## config.mk

```make
export PLATFORM = sky130hd
export DESIGN_NAME = vgawin_ctrl
export DESIGN_NICKNAME = d
export VERILOG_FILES = /design/src/rtl/vgawin_pkg.sv /design/src/rtl/vgawin_margin.sv /design/src/rtl/vgawin_axis.sv /design/src/rtl/vgawin_ctrl.sv
export SDC_FILE = /design/constraint.sdc
export NUM_CORES = 1
export LEC_CHECK = 0
export BUFFER_PORTS_ARGS = -buffer_cell sky130_fd_sc_hd__clkbuf_2
export CORE_MARGIN = 3
export CORE_UTILIZATION = 45
export DETAILED_ROUTE_END_ITERATION = 10
export SLEW_MARGIN = 5
export SYNTH_ARGS = -nofsm -noshare
export SYNTH_HDL_FRONTEND = slang
export SYNTH_SLANG_ARGS = --single-unit
```

## constraint.sdc

```tcl
create_clock -name clk -period 4.6 [get_ports clk]
set_input_delay 0.23 -clock clk [delete_from_list [all_inputs] [get_ports clk]]
set_output_delay 0.23 -clock clk [all_outputs]
set_load 0.005 [all_outputs]
```

## src/rtl/vgawin_pkg.sv

```systemverilog
package vgawin_pkg;

    localparam int DUR_W = 10;
    localparam int IDX_W = 3;

    typedef enum logic [1:0] {
        CMD_NONE     = 2'b00,
        CMD_LEAD_UP  = 2'b01,
        CMD_LEAD_DN  = 2'b10,
        CMD_RECENTRE = 2'b11
    } off_cmd_e;

    typedef struct packed {
        logic sync_on;
        logic visible;
        logic window;
        logic from_off;
        logic off_sel;
        logic wrap;
    } seg_ctrl_t;

    typedef struct packed {
        seg_ctrl_t          ctrl;
        logic [DUR_W-1:0]   tc;
    } seg_entry_t;

    // Effective terminal count of a segment: fixed entry or a margin value
    function automatic logic [DUR_W-1:0] seg_len(seg_entry_t e,
                                                 logic [DUR_W-1:0] lead,
                                                 logic [DUR_W-1:0] trail);
        if (e.ctrl.from_off)
            return e.ctrl.off_sel ? trail : lead;
        return e.tc;
    endfunction

endpackage

```

## src/rtl/vgawin_margin.sv

```systemverilog
module vgawin_margin
    import vgawin_pkg::*;
#(
    parameter int INIT    = 63,
    parameter int OFF_MAX = 127
) (
    input  logic             clk,
    input  logic             rst,
    input  logic [1:0]       cmd,
    input  logic             apply,
    output logic [DUR_W-1:0] lead,
    output logic [DUR_W-1:0] trail
);
    localparam logic [DUR_W-1:0] INIT_V = DUR_W'(INIT);
    localparam logic [DUR_W-1:0] MAX_V  = DUR_W'(OFF_MAX);

    off_cmd_e pend;

    always_ff @(posedge clk) begin
        if (rst) begin
            lead  <= INIT_V;
            trail <= INIT_V;
            pend  <= CMD_NONE;
        end else if (apply) begin
            case (pend)
                CMD_LEAD_UP: if (lead < MAX_V && trail != '0) begin
                    lead  <= lead + 1'b1;
                    trail <= trail - 1'b1;
                end
                CMD_LEAD_DN: if (trail < MAX_V && lead != '0) begin
                    lead  <= lead - 1'b1;
                    trail <= trail + 1'b1;
                end
                CMD_RECENTRE: begin
                    lead  <= INIT_V;
                    trail <= INIT_V;
                end
                default: ;
            endcase
            pend <= off_cmd_e'(cmd);
        end else if (cmd != 2'b00) begin
            pend <= off_cmd_e'(cmd);
        end
    end

    a_r9_clamp: assert property (@(posedge clk) disable iff (rst)
        lead <= MAX_V && trail <= MAX_V);

    a_r8_hold_midframe: assert property (@(posedge clk) disable iff (rst)
        !apply |=> $stable(lead) && $stable(trail));

endmodule

```

## src/rtl/vgawin_axis.sv

```systemverilog
module vgawin_axis
    import vgawin_pkg::*;
#(
    parameter int SYNC_TC  = 95,
    parameter int BACK_TC  = 47,
    parameter int CW       = 9,
    parameter int FRONT_TC = 15
) (
    input  logic             clk,
    input  logic             rst,
    input  logic             step,
    input  logic [DUR_W-1:0] lead,
    input  logic [DUR_W-1:0] trail,
    output logic             last,
    output logic             sync_o,
    output logic             vis_o,
    output logic             win_o,
    output logic [CW-1:0]    coord_o
);
    localparam logic [DUR_W-1:0] SYNC_V  = DUR_W'(SYNC_TC);
    localparam logic [DUR_W-1:0] BACK_V  = DUR_W'(BACK_TC);
    localparam logic [DUR_W-1:0] WIN_V   = DUR_W'((1 << CW) - 1);
    localparam logic [DUR_W-1:0] FRONT_V = DUR_W'(FRONT_TC);

    logic [IDX_W-1:0] idx;
    logic [DUR_W-1:0] cnt;
    seg_entry_t       ent;
    logic [DUR_W-1:0] tc_cur;
    logic             at_end;

    // Segment list: sync, back porch, lead margin, window, trail margin, front porch
    always_comb begin
        ent = '0;
        case (idx)
            3'd0: begin ent.ctrl.sync_on = 1'b1; ent.tc = SYNC_V; end
            3'd1: begin ent.tc = BACK_V; end
            3'd2: begin ent.ctrl.visible = 1'b1; ent.ctrl.from_off = 1'b1; end
            3'd3: begin ent.ctrl.visible = 1'b1; ent.ctrl.window = 1'b1; ent.tc = WIN_V; end
            3'd4: begin ent.ctrl.visible = 1'b1; ent.ctrl.from_off = 1'b1;
                        ent.ctrl.off_sel = 1'b1; end
            3'd5: begin ent.ctrl.wrap = 1'b1; ent.tc = FRONT_V; end
            default: begin ent.ctrl.wrap = 1'b1; end
        endcase
    end

    assign tc_cur = seg_len(ent, lead, trail);
    assign at_end = (cnt == tc_cur);
    assign last   = step && at_end && ent.ctrl.wrap;

    always_ff @(posedge clk) begin
        if (rst) begin
            idx     <= '0;
            cnt     <= '0;
            sync_o  <= 1'b0;
            vis_o   <= 1'b0;
            win_o   <= 1'b0;
            coord_o <= '0;
        end else begin
            if (step) begin
                if (at_end) begin
                    cnt <= '0;
                    idx <= ent.ctrl.wrap ? '0 : idx + 1'b1;
                end else begin
                    cnt <= cnt + 1'b1;
                end
            end
            sync_o  <= ent.ctrl.sync_on;
            vis_o   <= ent.ctrl.visible;
            win_o   <= ent.ctrl.window;
            coord_o <= ent.ctrl.window ? cnt[CW-1:0] : '0;
        end
    end

    a_r2_cnt_bound: assert property (@(posedge clk) disable iff (rst)
        cnt <= tc_cur);

    a_r3_hold_between_steps: assert property (@(posedge clk) disable iff (rst)
        !step |=> $stable(idx) && $stable(cnt));

    a_r5_win_in_visible: assert property (@(posedge clk) disable iff (rst)
        win_o |-> vis_o);

endmodule

```

## src/rtl/vgawin_ctrl.sv

```systemverilog
module vgawin_ctrl
    import vgawin_pkg::*;
#(
    parameter int H_SYNC_TC  = 95,
    parameter int H_BACK_TC  = 47,
    parameter int H_MARGIN   = 63,
    parameter int XW         = 9,
    parameter int H_FRONT_TC = 15,
    parameter int V_SYNC_TC  = 1,
    parameter int V_BACK_TC  = 32,
    parameter int V_MARGIN   = 111,
    parameter int YW         = 8,
    parameter int V_FRONT_TC = 9,
    parameter int OFF_MAX    = 127
) (
    input  logic          clk,
    input  logic          rst,
    input  logic [1:0]    hcmd,
    input  logic [1:0]    vcmd,
    output logic          hsync_n,
    output logic          vsync_n,
    output logic          vga_valid,
    output logic          win_valid,
    output logic [XW-1:0] x,
    output logic [YW-1:0] y
);
    logic [DUR_W-1:0] h_lead, h_trail, v_lead, v_trail;
    logic h_last, v_last, frame_edge;
    logic h_sync, h_vis, h_win, v_sync, v_vis, v_win;

    assign frame_edge = h_last && v_last;

    vgawin_margin #(.INIT(H_MARGIN), .OFF_MAX(OFF_MAX)) u_hmar (
        .clk(clk), .rst(rst), .cmd(hcmd), .apply(frame_edge),
        .lead(h_lead), .trail(h_trail));

    vgawin_margin #(.INIT(V_MARGIN), .OFF_MAX(OFF_MAX)) u_vmar (
        .clk(clk), .rst(rst), .cmd(vcmd), .apply(frame_edge),
        .lead(v_lead), .trail(v_trail));

    vgawin_axis #(.SYNC_TC(H_SYNC_TC), .BACK_TC(H_BACK_TC), .CW(XW),
                  .FRONT_TC(H_FRONT_TC)) u_hax (
        .clk(clk), .rst(rst), .step(1'b1), .lead(h_lead), .trail(h_trail),
        .last(h_last), .sync_o(h_sync), .vis_o(h_vis), .win_o(h_win), .coord_o(x));

    vgawin_axis #(.SYNC_TC(V_SYNC_TC), .BACK_TC(V_BACK_TC), .CW(YW),
                  .FRONT_TC(V_FRONT_TC)) u_vax (
        .clk(clk), .rst(rst), .step(h_last), .lead(v_lead), .trail(v_trail),
        .last(v_last), .sync_o(v_sync), .vis_o(v_vis), .win_o(v_win), .coord_o(y));

    assign hsync_n   = ~h_sync;
    assign vsync_n   = ~v_sync;
    assign vga_valid = h_vis & v_vis;
    assign win_valid = h_win & v_win;

    a_r5_x_step: assert property (@(posedge clk) disable iff (rst)
        h_win && $past(h_win) |-> (x - $past(x)) == XW'(1));

    a_r2_no_sync_in_window: assert property (@(posedge clk) disable iff (rst)
        !(!hsync_n && win_valid));

    a_r3_vsync_line_edge: assert property (@(posedge clk) disable iff (rst)
        $fell(vsync_n) |-> $fell(hsync_n));

endmodule

```

After elaboration in Yosys (flattened, before gate mapping). Cells that the tools add are included.

Output and inout port bits: 21. Word-level logic and storage cells: 135. Register bits after elaboration: 93.

$lt $le $gt $ge: 4. Bitwise logic cells: 6. Mux-type cells: 41. Reductions and logical operators: 32. Equal/unequal tests: 22. Add/sub/neg operators: 12.

Operators with widths (count): $mux W10 (15); $pmux W10 S3 (4); $add A10 B1 Y10 const B (6); $lt A10 B7 Y1 const B (4); $reduce_bool A10 Y1 (4); $sub A10 B1 Y10 const B (4); $pmux W9 S4 (1); $pmux W8 S4 (1); $eq A10 B10 Y1 (2); $mux W1 (14); $eq A3 B2 Y1 const B (4); $eq A3 B3 Y1 const B (4); $reduce_or A2 Y1 (5); $reduce_or A5 Y1 (2); $eq A2 B2 Y1 const B (4); $logic_and A1 B1 Y1 (8); $mux W2 (4); $ne A2 B1 Y1 const B (4); $reduce_and A4 Y1 (2); $reduce_bool A2 Y1 (4); $add A3 B1 Y3 const B (2); $eq A3 B1 Y1 const B (2); $logic_not A3 Y1 (2); $mux W3 (2); 6 further kinds (13).

Depth between registers and ports, before layout. Gate-level depths: netlist of run 1.

Depth in word-level cells: 11. Mapped depth: 14. Gate-level depth less buffers: 11.

Cells and area by module. From an unflattened synthesis of run 1, not the netlist that was laid out.

Cell total of the unflattened synthesis: 821. Area total of the unflattened synthesis: 6628.9 um2.

By module, submodules not included: vgawin_margin at u_hmar (times used 1, area an instance 1854.3 um2, sequential area each 440.4 um2, cells an instance 251); vgawin_margin at u_vmar (times used 1, area an instance 1705.4 um2, sequential area each 440.4 um2, cells an instance 232); vgawin_axis at u_vax (times used 1, area an instance 1615.3 um2, sequential area each 480.5 um2, cells an instance 177); vgawin_axis at u_hax (times used 1, area an instance 1423.9 um2, sequential area each 500.5 um2, cells an instance 155); vgawin_ctrl (times used 1, area an instance 30.0 um2, sequential area each 0.0 um2, cells an instance 6).

Least setup slack after synthesis of run 1. OpenSTA, ideal clock, no wires.

Kind: register -> register. Start point: reg u_vmar.pend[0]. End point: reg u_vmar.lead[9]. Library setup time: 0.060 ns. Data arrival time: 2.849 ns. Data required time: 4.540 ns. Path slack: 1.692 ns. Stages on the path, launching flop included: 12. Buffers on the path: 0. Cells stage by stage: dfxtp_1 -> nand2b_1 -> inv_1 -> ha_1 -> a21oi_1 -> o221ai_1 -> o211ai_1 -> nor2_1 -> a211oi_1 -> mux2_2 -> o21ai_1 -> o311a_1.

Word-level cells in the longest chain between the ends: 3. Elaborated cells between the ends (all ways): 8.

Ends and longest elaborated chain: start, declared (RTL line vgawin_margin.sv:17) `off_cmd_e pend;`; start signal, assigned (RTL line vgawin_margin.sv:40) `pend <= off_cmd_e'(cmd);`; start signal, assigned (RTL line vgawin_margin.sv:42) `pend <= off_cmd_e'(cmd);`; $eq A2 B2 Y1 / $eq A2 B1 Y1 (equally long branches) (RTL line vgawin_margin.sv:25) `case (pend)`; $ne A2 B1 Y1 (no source line) / $reduce_bool A3 Y1 (equally long branches); $reduce_and A4 Y1 (no source line); end signal, assigned (RTL line vgawin_margin.sv:27) `lead <= lead + 1'b1;`; end signal, assigned (RTL line vgawin_margin.sv:31) `lead <= lead - 1'b1;`; end, declared (RTL line vgawin_margin.sv:11) `output logic [DUR_W-1:0] lead,`.

Parallel ways exist; a longest one is shown, timed or not. A chain may end at the register's enable or synchronous reset.

Final worst setup path of run 1.
Start point: reg u_hax.idx[2]. End point: reg u_hmar.lead[3].

Word-level cells in the longest chain between the ends: 11. Elaborated cells between the ends (all ways): 22.

Ends and longest elaborated chain: start, declared (RTL line vgawin_axis.sv:25) `logic [IDX_W-1:0] idx;`; start signal, assigned (RTL line vgawin_axis.sv:62) `idx <= ent.ctrl.wrap ? '0 : idx + 1'b1;`; $eq A3 B3 Y1 / $eq A3 B2 Y1 (equally long branches) (RTL line vgawin_axis.sv:34) `case (idx)`; $mux W1 / $reduce_or A2 Y1 (equally long branches); $mux W10 / $mux W1 (equally long branches) (RTL line vgawin_pkg.sv:32, vgawin_axis.sv:34); $mux W10 / $mux W1 (equally long branches) (RTL line vgawin_pkg.sv:31) `if (e.ctrl.from_off)`; $mux W10 (RTL line vgawin_pkg.sv:33) `return e.tc;`; $eq A10 B10 Y1 (RTL line vgawin_axis.sv:47) `assign at_end = (cnt == tc_cur);`; $logic_and A1 B1 Y1 (*) (RTL line vgawin_axis.sv:48) `assign last = step && at_end && ent.ctrl.wrap;`; $logic_and A1 B1 Y1 (2 in series) (RTL line vgawin_axis.sv:48); $logic_and A1 B1 Y1 (*) (RTL line vgawin_ctrl.sv:31) `assign frame_edge = h_last && v_last;`; $reduce_and A4 Y1 (no source line) (*); end signal, assigned (RTL line vgawin_margin.sv:27); end signal, assigned (RTL line vgawin_margin.sv:31); end, declared (RTL line vgawin_margin.sv:11).

Every way passes the cells marked *; elsewhere a longest branch is shown, timed or not. The select of a mux whose other input is x is not followed.

==> flow_summary.ini, run 1 <==
[timing]
fin_setup_tns_ps = 0
fmaxAchievable_mhz = 251
final_max_slew_viol_count = 0
slew_headroom_pct = 25.1
finalWorstPathRequiredPeriod_ps = 3990
worst_clock_skew_ps = 3.36
grt_setup_unrepaired = false
finalSetupViolations = 0
timing.final.hold_violations = 0
finalCritPeriodShare_pct = 86.8
worst_slew_pin_slew_ps = 1120
timing.final.ws_setup_ps = 608

[critical_path]
crit_fanout = 21
startpoint_type = flop
end_kind = flop
worst-endpoint-arrival_ps = 4170
timing.setup.critical_path_class = reg -> reg
required_ps = 4780
ff2ff_path_depth = 11

[power_and_ir_drop]
total_power_of_the_final_layout_w = 0.00169
vdd.ir_drop.worst_uv = 195
p_leak_nw = 2.85
powerDensity_nw_per_um2 = 256

[synthesis]
mappedNetlistNets = 788
synth_sequential_area_ratio_pct = 30.6
synth.avg_cell_area_um2 = 8.30
synth.mux.area_fraction_pct = 6.64
post_synth_inst_count = 733
main_combinational_cell_family_by_area_after_synthesis = simple AND/OR/NAND/NOR gates
synth_compound_area_share_pct = 14.2
ys_types = 62
synth.cell_area_um2 = 6090
ys_ff_latch = 93
ys.warnings.count = 0
async_flop_share_pct = 0
synthXorXnorAreaFrac_pct = 7.63
synthSimpleGateAreaFrac_pct = 26.0
synth_ff_type = sky130_fd_sc_hd__dfxtp_1
synth-edff-count = 0
post_synth_fa_ha_maj_area_fraction_pct = 10.6

[global_routing]
global_route.usage.total_pct = 19.4
grt_first_pass_wirelength_um = 23400
largest_net_degree_at_the_start_of_global_routing = 34
grt_antenna_before_repair = 0
grt_pass1_vias = 4777
grt_residual_overflow = 0

[floorplan]
dieArea_um2 = 15000
die_x_um = 122
fp.coreArea_um2 = 12900
floorplan.die.height_um = 122
rows = 41
io-pin-count = 27
floorplan.initialDensity_pct = 47.1

[final_layout]
layout.filler_cells = 1261
layout.cells.non_filler = 920
regArea_um2 = 1860
area_growth_syn_to_layout_pct = 8.41
diodes = 0
area_used_by_multi_input_combinational_logic_um2 = 3960
nNetsFinal = 798
layout-drive-gt1-share_pct = 8.16
fin_util_pct = 51.0

[drt]
via_count = 5149
route.antenna.remaining_nets = 0
vias_per_cell = 5.60
totalWireLength_um = 13900
first_iter_violations = 334
firstDrtPassIters = 5
route.detailed.wl_per_inst_um = 15.1
route.detailed.drc = 0

[placed_design]
gp_congestion = 0.844
number_of_buffers_added_on_ports = 26
place_ws_ps = 659
place_hpwl_um = 10200
place_inst = 904

[hold_path]
worstHoldPathCells = 3
worst_hold_path_type = in -> reg

[cts]
numClockSinks = 93
cts.htree.levels = 3
numCtsBuffers = 9
cts_tree = yes
post-cts-setup-buffers = 0
worst_skew_pair.late_latency_ps = 340
post_cts_hold_buffer_count = 0
postCtsResizedCells = 0
reg_clk_slew_reported_paths_ps = 60
ctsLongestPathBuffers = 2
clock-root-buffer = sky130_fd_sc_hd__clkbuf_16

[run_status]
status = finished clean

[flow_run]
timing.max_cap.violations = 0
[report_power, final]
part	switching, W	internal [W]	leakage (nW)	total (W)
Combinational	0.0000983	0.0000751	1.96	0.000173
Clock	0.000319	0.000379	0.134	0.000698
Sequential	0.00000987	0.000810	0.752	0.000820
[cell families after synthesis]
family,count (synthesis)
buffers and inverters,65
adders and majority gates,49
and+or+nand+nor,304
muxes,40
AOI/OAI and AO/OA,129
DFF,93
xor gates and xnor gates,53
[per-layer routing]
metal | vias to the layer above | wire [um] | global-route usage (%)
met5 | - | 0 | 0
met4 | 0 | 207 | 6.65
met2 | 92 | 6090 | 29.1
met3 | 12 | 407 | 2.53
met1 | 2434 | 7180 | 28.5
li1 | 2611 | - | -
[stage by stage]
step                      instance area (um2)  hold WS [ps]
after floorplan                          6090           348
after global placement                   6320           453
after detailed placement                 6320           463
after CTS                                6600          98.8
after global routing                     6600           121
final                                    6600           111
[critical path, cell delays in order (launching register included)]
cell	delay [ps]
sky130_fd_sc_hd__dfxtp_1	690
sky130_fd_sc_hd__inv_1	280
sky130_fd_sc_hd__ha_1	340
sky130_fd_sc_hd__nor3_1	260
sky130_fd_sc_hd__a221oi_1	100
sky130_fd_sc_hd__xor2_1	180
sky130_fd_sc_hd__nor4_1	380
sky130_fd_sc_hd__and4_1	480
sky130_fd_sc_hd__nand4_2	490
sky130_fd_sc_hd__buf_4	390
sky130_fd_sc_hd__mux2i_1	160
sky130_fd_sc_hd__nand2_1	70
[sequential cells by signal, summed over array words and instances (netlist names), 2 cells and up]
name and flops:
u_vax.coord_o 8, u_hmar.pend 2, u_hmar.trail 10, u_vmar.trail 10, u_hax.idx 3, u_hax.cnt 10, u_vax.idx 3, u_vax.cnt 10
u_hax.coord_o 9, u_vmar.lead 10, u_hmar.lead 10, u_vmar.pend 2
[synthesized netlist by cell type, types with 8 or more instances]
cell                       instances  area (um2)
sky130_fd_sc_hd__dfxtp_1          93        1860
sky130_fd_sc_hd__nor2_1           70         263
sky130_fd_sc_hd__nand2_1          65         244
sky130_fd_sc_hd__ha_1             45         563
sky130_fd_sc_hd__mux2i_1          37         370
sky130_fd_sc_hd__a21oi_1          36         180
sky130_fd_sc_hd__inv_1            34         128
sky130_fd_sc_hd__xor2_1           27         236
sky130_fd_sc_hd__xnor2_1          26         228
sky130_fd_sc_hd__nand3_1          25         125
sky130_fd_sc_hd__nor3_1           25         125
sky130_fd_sc_hd__and2_1           21         131
sky130_fd_sc_hd__o21ai_0          19        95.1
sky130_fd_sc_hd__or3_1            19         119
sky130_fd_sc_hd__nor2b_1          17         106
sky130_fd_sc_hd__clkbuf_1         15        56.3
sky130_fd_sc_hd__buf_2            14        70.1
sky130_fd_sc_hd__nand4_1           9        56.3
sky130_fd_sc_hd__and3b_1           8        70.1
sky130_fd_sc_hd__nor3b_1           8        60.1
sky130_fd_sc_hd__o21ai_1           8        40.0
[final timing paths]
check / end / from / slack, ps
max: u_hmar.lead[3]$_SDFFE_PP1P_ / u_hax.idx[2]$_SDFFE_PP0N_ / 610
min: u_hmar.pend[1]$_SDFFE_PP0P_ / hcmd[1] / 110
max reg2reg: u_hmar.lead[3]$_SDFFE_PP1P_ / u_hax.idx[2]$_SDFFE_PP0N_ / 610
min reg2reg: u_vax.idx[1]$_SDFFE_PP0P_ / u_vax.idx[1]$_SDFFE_PP0P_ / 490
[final cells by class]
| class | count | share of cell area, % |
|---|---|---|
| clock buffers | 10 | 3.62 |
| multi-input cells | 575 | 60.0 |
| clock inverters | 6 | 0.588 |
| inverters | 35 | 1.99 |
| repair buffers | 29 | 2.31 |
| well taps | 172 | 3.26 |
| flip-flops and latches | 93 | 28.2 |
[cell usage in the layout, fill, tap and decap left out, types with 21 or more instances in the layout]
cell / netlist / layout
sky130_fd_sc_hd__dfxtp_1: 93 / 93
sky130_fd_sc_hd__nor2_1: 70 / 70
sky130_fd_sc_hd__nand2_1: 65 / 65
sky130_fd_sc_hd__ha_1: 45 / 45
sky130_fd_sc_hd__mux2i_1: 37 / 37
sky130_fd_sc_hd__a21oi_1: 36 / 36
sky130_fd_sc_hd__inv_1: 34 / 34
sky130_fd_sc_hd__xor2_1: 27 / 27
sky130_fd_sc_hd__xnor2_1: 26 / 26
sky130_fd_sc_hd__clkbuf_2: 0 / 26
sky130_fd_sc_hd__nor3_1: 25 / 25
sky130_fd_sc_hd__nand3_1: 25 / 25
sky130_fd_sc_hd__and2_1: 21 / 21
Note: power is estimated with default switching activity, not from simulation.
==> run 2: changes to the inputs <==
--- a/config.mk
+++ b/config.mk
@@ -9,6 +9,7 @@
 export CORE_MARGIN = 3
 export CORE_UTILIZATION = 45
 export DETAILED_ROUTE_END_ITERATION = 10
+export REMOVE_ABC_BUFFERS = 1
 export SLEW_MARGIN = 5
 export SYNTH_ARGS = -nofsm -noshare
 export SYNTH_HDL_FRONTEND = slang
==> run 2 against run 1 <==
Worst hold slack got worse by 7.6 ps. Register-to-register slack improved by 30 ps. Clock power rose by 16%. Non-clock buffer count rose by 1. Critical path type unchanged. Critical path depth did not move. First-iteration DRC count fell by 9.6%. Core utilization rose by 0.42 points. Cell area rose by 0.82%. Fmax rose by 0.65%.
==> flow_summary.ini, run 2 (synthesis results as in run 1) <==
[run_status]
status = finished clean

[timing]
finalCritPeriodShare_pct = 86.2
timing.final.hold_violations = 0
grt_setup_unrepaired = false
slew_headroom_pct = 51.4
finalSetupViolations = 0
worst_slew_pin_slew_ps = 728
fmaxAchievable_mhz = 252
finalWorstPathRequiredPeriod_ps = 3970
worst_clock_skew_ps = 8.70
final_max_slew_viol_count = 0
fin_setup_tns_ps = 0

[drt]
vias_per_cell = 5.54
firstDrtPassIters = 8
totalWireLength_um = 13900
via_count = 5104
route.antenna.remaining_nets = 0
first_iter_violations = 302
route.detailed.drc = 0
route.detailed.wl_per_inst_um = 15.1

[power_and_ir_drop]
share_clk_of_total_power_pct = 44.9
vdd.ir_drop.worst_uv = 230
p_sw_share_pct = 23.7
total_power_of_the_final_layout_w = 0.00181
cell_internal_pwr_w = 0.00138
power.switching_w = 0.000428
comb_power_share_pct = 9.7
p_leak_nw = 2.88
powerDensity_nw_per_um2 = 272
pwr-share-seq_pct = 45.4

[global_routing]
grt_pass1_vias = 4846
global_route.usage.total_pct = 19.5
grt_util_met3_pct = 3.27
grt_use_met2_pct = 29.9
grt_antenna_before_repair = 0
layer_carrying_the_most_global_route_usage = met2
grt_util_met1_pct = 28.2
largest_net_degree_at_the_start_of_global_routing = 34
grt_first_pass_wirelength_um = 23600
grt_residual_overflow = 0

[placed_design]
number_of_buffers_added_on_ports = 26
place_inst = 905
gp_congestion = 0.828
place_hpwl_um = 10200

[final_layout]
fin_util_pct = 51.5
layout.cells.most_common_list = 93 x sky130_fd_sc_hd__dfxtp_1, 70 x sky130_fd_sc_hd__nor2_1, 65 x sky130_fd_sc_hd__nand2_1
layout.filler_cells = 1249
area_used_by_multi_input_combinational_logic_um2 = 3960
layout-drive-gt1-share_pct = 8.14
diodes = 0
regArea_um2 = 1860
area_growth_syn_to_layout_pct = 9.29
nNetsFinal = 799
layout_commonest_cell = sky130_fd_sc_hd__dfxtp_1
layout.cells.non_filler = 921

[cts]
worst_skew_pair.late_latency_ps = 350
numCtsBuffers = 9
numClockSinks = 93
postCtsResizedCells = 0
clock-root-buffer = sky130_fd_sc_hd__clkbuf_16
post-cts-setup-buffers = 0
cts_tree = yes
ctsLongestPathBuffers = 2
post_cts_hold_buffer_count = 0
cts.htree.levels = 3
reg_clk_slew_reported_paths_ps = 60

[flow_run]
timing.max_cap.violations = 0

[floorplan]
floorplan.die.height_um = 122
dieArea_um2 = 15000
die_x_um = 122
fp.coreArea_um2 = 12900
io-pin-count = 27
rows = 41
floorplan.initialDensity_pct = 47.1

[critical_path]
required_ps = 4880
crit_fanout = 21
end_kind = flop
timing.setup.critical_path_class = reg -> reg
worst-endpoint-arrival_ps = 4250
critical_path.max_stage_delay_ps = 710
critPathSlowestCell = sky130_fd_sc_hd__dfxtp_1
timing.critical_path.cells = inv_1 -> ha_1 -> nor3_1 -> a221oi_1 -> xor2_1 -> nor4_1 -> and4_1 -> nand4_2 -> buf_4 -> o21ai_1 -> o311a_1
startpoint_type = flop

[hold_path]
worst_hold_path_type = in -> reg
[run 2: cell count changes in the layout (fill, tap and decap cells not counted)]
| cell | before | now |
|---|---|---|
| sky130_fd_sc_hd__clkbuf_1 | 0 | 1 |
| sky130_fd_sc_hd__inv_6 | 0 | 1 |
| sky130_fd_sc_hd__clkinv_4 | 1 | 0 |
| sky130_fd_sc_hd__bufinv_16 | 0 | 2 |
| sky130_fd_sc_hd__clkinvlp_4 | 2 | 1 |
| sky130_fd_sc_hd__buf_4 | 3 | 4 |
| sky130_fd_sc_hd__clkinv_2 | 3 | 1 |
[run 2: final timing paths]
check / from / endpoint / slack (ps) / cells past startpoint
max: u_hax.idx[2]$_SDFFE_PP0N_ / u_hmar.lead[9]$_SDFFE_PP0P_ / 630 / 11
min: vcmd[0] / u_vmar.pend[0]$_SDFFE_PP0P_ / 100 / 3
max reg2reg: u_hax.idx[2]$_SDFFE_PP0N_ / u_hmar.lead[9]$_SDFFE_PP0P_ / 630 / 11
min reg2reg: u_vax.idx[1]$_SDFFE_PP0P_ / u_vax.idx[1]$_SDFFE_PP0P_ / 500 / 2
[run 2: per-layer routing]
metal	up-vias	part of all wire [%]	wire length [um]
met5	-	0	0
met4	0	1.4	191
met3	16	3.7	511
met2	102	44	6120
met1	2376	51	7090
li1	2610	-	-
[run 2: power groups by stage]
| stage | Clock (W) | Sequential, W | Combinational (W) |
|---|---|---|---|
| after global routing | 0.000868 | 0.000821 | 0.000199 |
| after global placement | 0 | 0.000838 | 0.000168 |
| final | 0.000812 | 0.000820 | 0.000175 |
| after CTS | 0.000831 | 0.000820 | 0.000175 |
| after floorplan | 0 | 0.000835 | 0.000136 |
| after detailed placement | 0 | 0.000838 | 0.000174 |
[run 2: area by class of cell]
cell class                 instances  share of cell area (%)
timing repair buffer              30                    2.41
tap                              172                    3.24
clock inverter                     5                    1.22
inverter                          35                    1.98
sequential                        93                    28.0
multi-input combinational        575                    59.5
clock buffer                      11                    3.65
[run 2: critical path, delay by kind of cell, from the launching register on]
family                     cells  cell delay [ps]
xor gates and xnor gates       1              180
and+or+nand+nor                4             1580
adders and majority gates      1              340
DFF                            1              710
buffers and inverters          2              660
AOI/OAI and AO/OA              3              440
[run 2: stage by stage]
step | instance area [um2] | hold slack, ps | setup slack (ps)
6_report | 6650 | 103 | 634
5_1_grt | 6650 | 103 | 258
4_1_cts | 6650 | 94.5 | 653
3_5_place_dp | 6330 | 457 | 682
3_3_place_gp | 6330 | 452 | 963
2_1_floorplan | 5950 | 299 | 668
==> run 3: changes to the inputs <==
--- a/config.mk
+++ b/config.mk
@@ -6,11 +6,14 @@
 export NUM_CORES = 1
 export LEC_CHECK = 0
 export BUFFER_PORTS_ARGS = -buffer_cell sky130_fd_sc_hd__clkbuf_2
+export CAP_MARGIN = 20
 export CORE_MARGIN = 3
 export CORE_UTILIZATION = 45
 export DETAILED_ROUTE_END_ITERATION = 10
+export PLACE_DENSITY = 0.63
 export REMOVE_ABC_BUFFERS = 1
 export SLEW_MARGIN = 5
 export SYNTH_ARGS = -nofsm -noshare
 export SYNTH_HDL_FRONTEND = slang
 export SYNTH_SLANG_ARGS = --single-unit
+export TNS_END_PERCENT = 50
==> run 3 against run 2 <==
Clock skew is 0.89 ps lower. Die area unchanged. Via count grew 1.8%. Largest cell class unchanged. Global-route usage is 0.089 points lower. Cell count stayed put.
==> flow_summary.ini, run 3 (synthesis results as in run 1) <==
[critical_path]
startpoint_type = flop
ff2ff_path_depth = 11
worst-endpoint-arrival_ps = 4210
required_ps = 4830
reg2reg_to = u_hmar.lead[2]$_SDFFE_PP1P_
end_kind = flop
timing.setup.critical_path_class = reg -> reg
crit_fanout = 21
r2r_setup_slack_ps = 610
reg2reg_from = u_hax.idx[2]$_SDFFE_PP0N_
cp-startpoint = u_hax.idx[2]$_SDFFE_PP0N_

[power_and_ir_drop]
total_power_of_the_final_layout_w = 0.00175
vdd.ir_drop.worst_uv = 166
p_leak_nw = 2.87
powerDensity_nw_per_um2 = 264

[final_layout]
layout_commonest_cell = sky130_fd_sc_hd__dfxtp_1
area_used_by_multi_input_combinational_logic_um2 = 3960
layout-drive-gt1-share_pct = 8.28
area_growth_syn_to_layout_pct = 8.90
nNetsFinal = 799
layout.filler_cells = 1258
regArea_um2 = 1860
layout.cells.most_common_list = 93 x sky130_fd_sc_hd__dfxtp_1, 70 x sky130_fd_sc_hd__nor2_1, 65 x sky130_fd_sc_hd__nand2_1
diodes = 0

[global_routing]
grt_use_met2_pct = 30.7
grt_util_met1_pct = 26.5
grt_antenna_before_repair = 0
grt_first_pass_wirelength_um = 23500
global_route.usage.total_pct = 19.4
grt_pass1_vias = 4957
grt_util_met3_pct = 2.44
layer_carrying_the_most_global_route_usage = met2
largest_net_degree_at_the_start_of_global_routing = 34
grt_residual_overflow = 0

[timing]
finalCritPeriodShare_pct = 86.6
finalSetupViolations = 0
fin_worst_hold_slack_ps = 104
worst_slew_pin_slew_ps = 733
finalWorstPathRequiredPeriod_ps = 3990
grt_setup_unrepaired = false
slew_headroom_pct = 51.1
final_max_slew_viol_count = 0
fmaxAchievable_mhz = 251
fin_setup_tns_ps = 0
worst_clock_skew_ps = 7.81
timing.final.hold_violations = 0

[drt]
via_count = 5197
first_iter_violations = 275
route.detailed.wl_per_inst_um = 15.1
totalWireLength_um = 13900
route.detailed.drc = 0
route.antenna.remaining_nets = 0
vias_per_cell = 5.64
firstDrtPassIters = 5

[hold_path]
worst_hold_path_type = in -> reg
worstHoldPathCells = 3
whs_endpoint = u_hmar.pend[1]$_SDFFE_PP0P_
holdCritStartpoint = hcmd[1]

[placed_design]
place_hpwl_um = 10300
gp_congestion = 0.858
number_of_buffers_added_on_ports = 26

[cts]
cts_tree = yes
cts.htree.levels = 3
numCtsBuffers = 9
worst_skew_pair.late_latency_ps = 350
postCtsResizedCells = 0
numClockSinks = 93
post-cts-setup-buffers = 0
post_cts_hold_buffer_count = 0
ctsLongestPathBuffers = 2
clock-root-buffer = sky130_fd_sc_hd__clkbuf_16
reg_clk_slew_reported_paths_ps = 70

[floorplan]
floorplan.die.height_um = 122
fp.coreArea_um2 = 12900
floorplan.initialDensity_pct = 47.1
die_x_um = 122
io-pin-count = 27
dieArea_um2 = 15000
rows = 41

[run_status]
status = finished clean

[flow_run]
timing.max_cap.violations = 0
run 3: report_power, final:
group | switching, W | internal (W)
sequential | 0.00000946 | 0.000810
clock | 0.000321 | 0.000435
combinational | 0.0000989 | 0.0000756
total | 0.000430 | 0.00132
run 3: area by class of cell:
cell class / count / area share (%)
multi-input cells: 575 / 59.7
flip-flops and latches: 93 / 28.1
clock buffers: 10 / 3.61
well taps: 172 / 3.25
repair buffers: 30 / 2.42
inverters: 35 / 1.98
clock inverters: 6 / 0.925
run 3: layer usage:
metal,wire length [um],share of wire (%),vias up
met2,6380,46,86
li1,-,-,2615
met5,0,0,-
met4,235,1.7,0
met1,6850,49,2483
met3,449,3.2,13
run 3: worst max path at each step:
stage	endpoint	slack [ps]
6_report	u_hmar.lead[2]$_SDFFE_PP1P_	610
5_1_grt	u_hmar.lead[2]$_SDFFE_PP1P_	220
4_1_cts	u_hmar.lead[2]$_SDFFE_PP1P_	620
3_5_place_dp	u_hmar.lead[2]$_SDFFE_PP1P_	640
3_3_place_gp	u_hmar.lead[8]$_SDFFE_PP0P_	850
2_1_floorplan	u_vmar.lead[7]$_SDFFE_PP0P_	670
run 3: through the flow:
stage | setup WS [ps] | cells | area [um2] | utilization, %
final | 614 | 921 | 6630 | 51.3
after CTS | 616 | 921 | 6630 | 51.3
after global placement | 846 | 905 | 6330 | 48.9
after floorplan | 668 | 703 | 5950 | -
after detailed placement | 637 | 905 | 6330 | 48.9
after global routing | 220 | 921 | 6630 | 51.3
run 3: critical path, stage by stage (launching register included):
cell and delay [ps]:
sky130_fd_sc_hd__dfxtp_1 710, sky130_fd_sc_hd__inv_1 290, sky130_fd_sc_hd__ha_1 330, sky130_fd_sc_hd__nor3_1 250, sky130_fd_sc_hd__a221oi_1 90, sky130_fd_sc_hd__xor2_1 180
sky130_fd_sc_hd__nor4_1 370, sky130_fd_sc_hd__and4_1 480, sky130_fd_sc_hd__nand4_2 510, sky130_fd_sc_hd__buf_4 390, sky130_fd_sc_hd__mux2i_1 170, sky130_fd_sc_hd__nand2_1 70
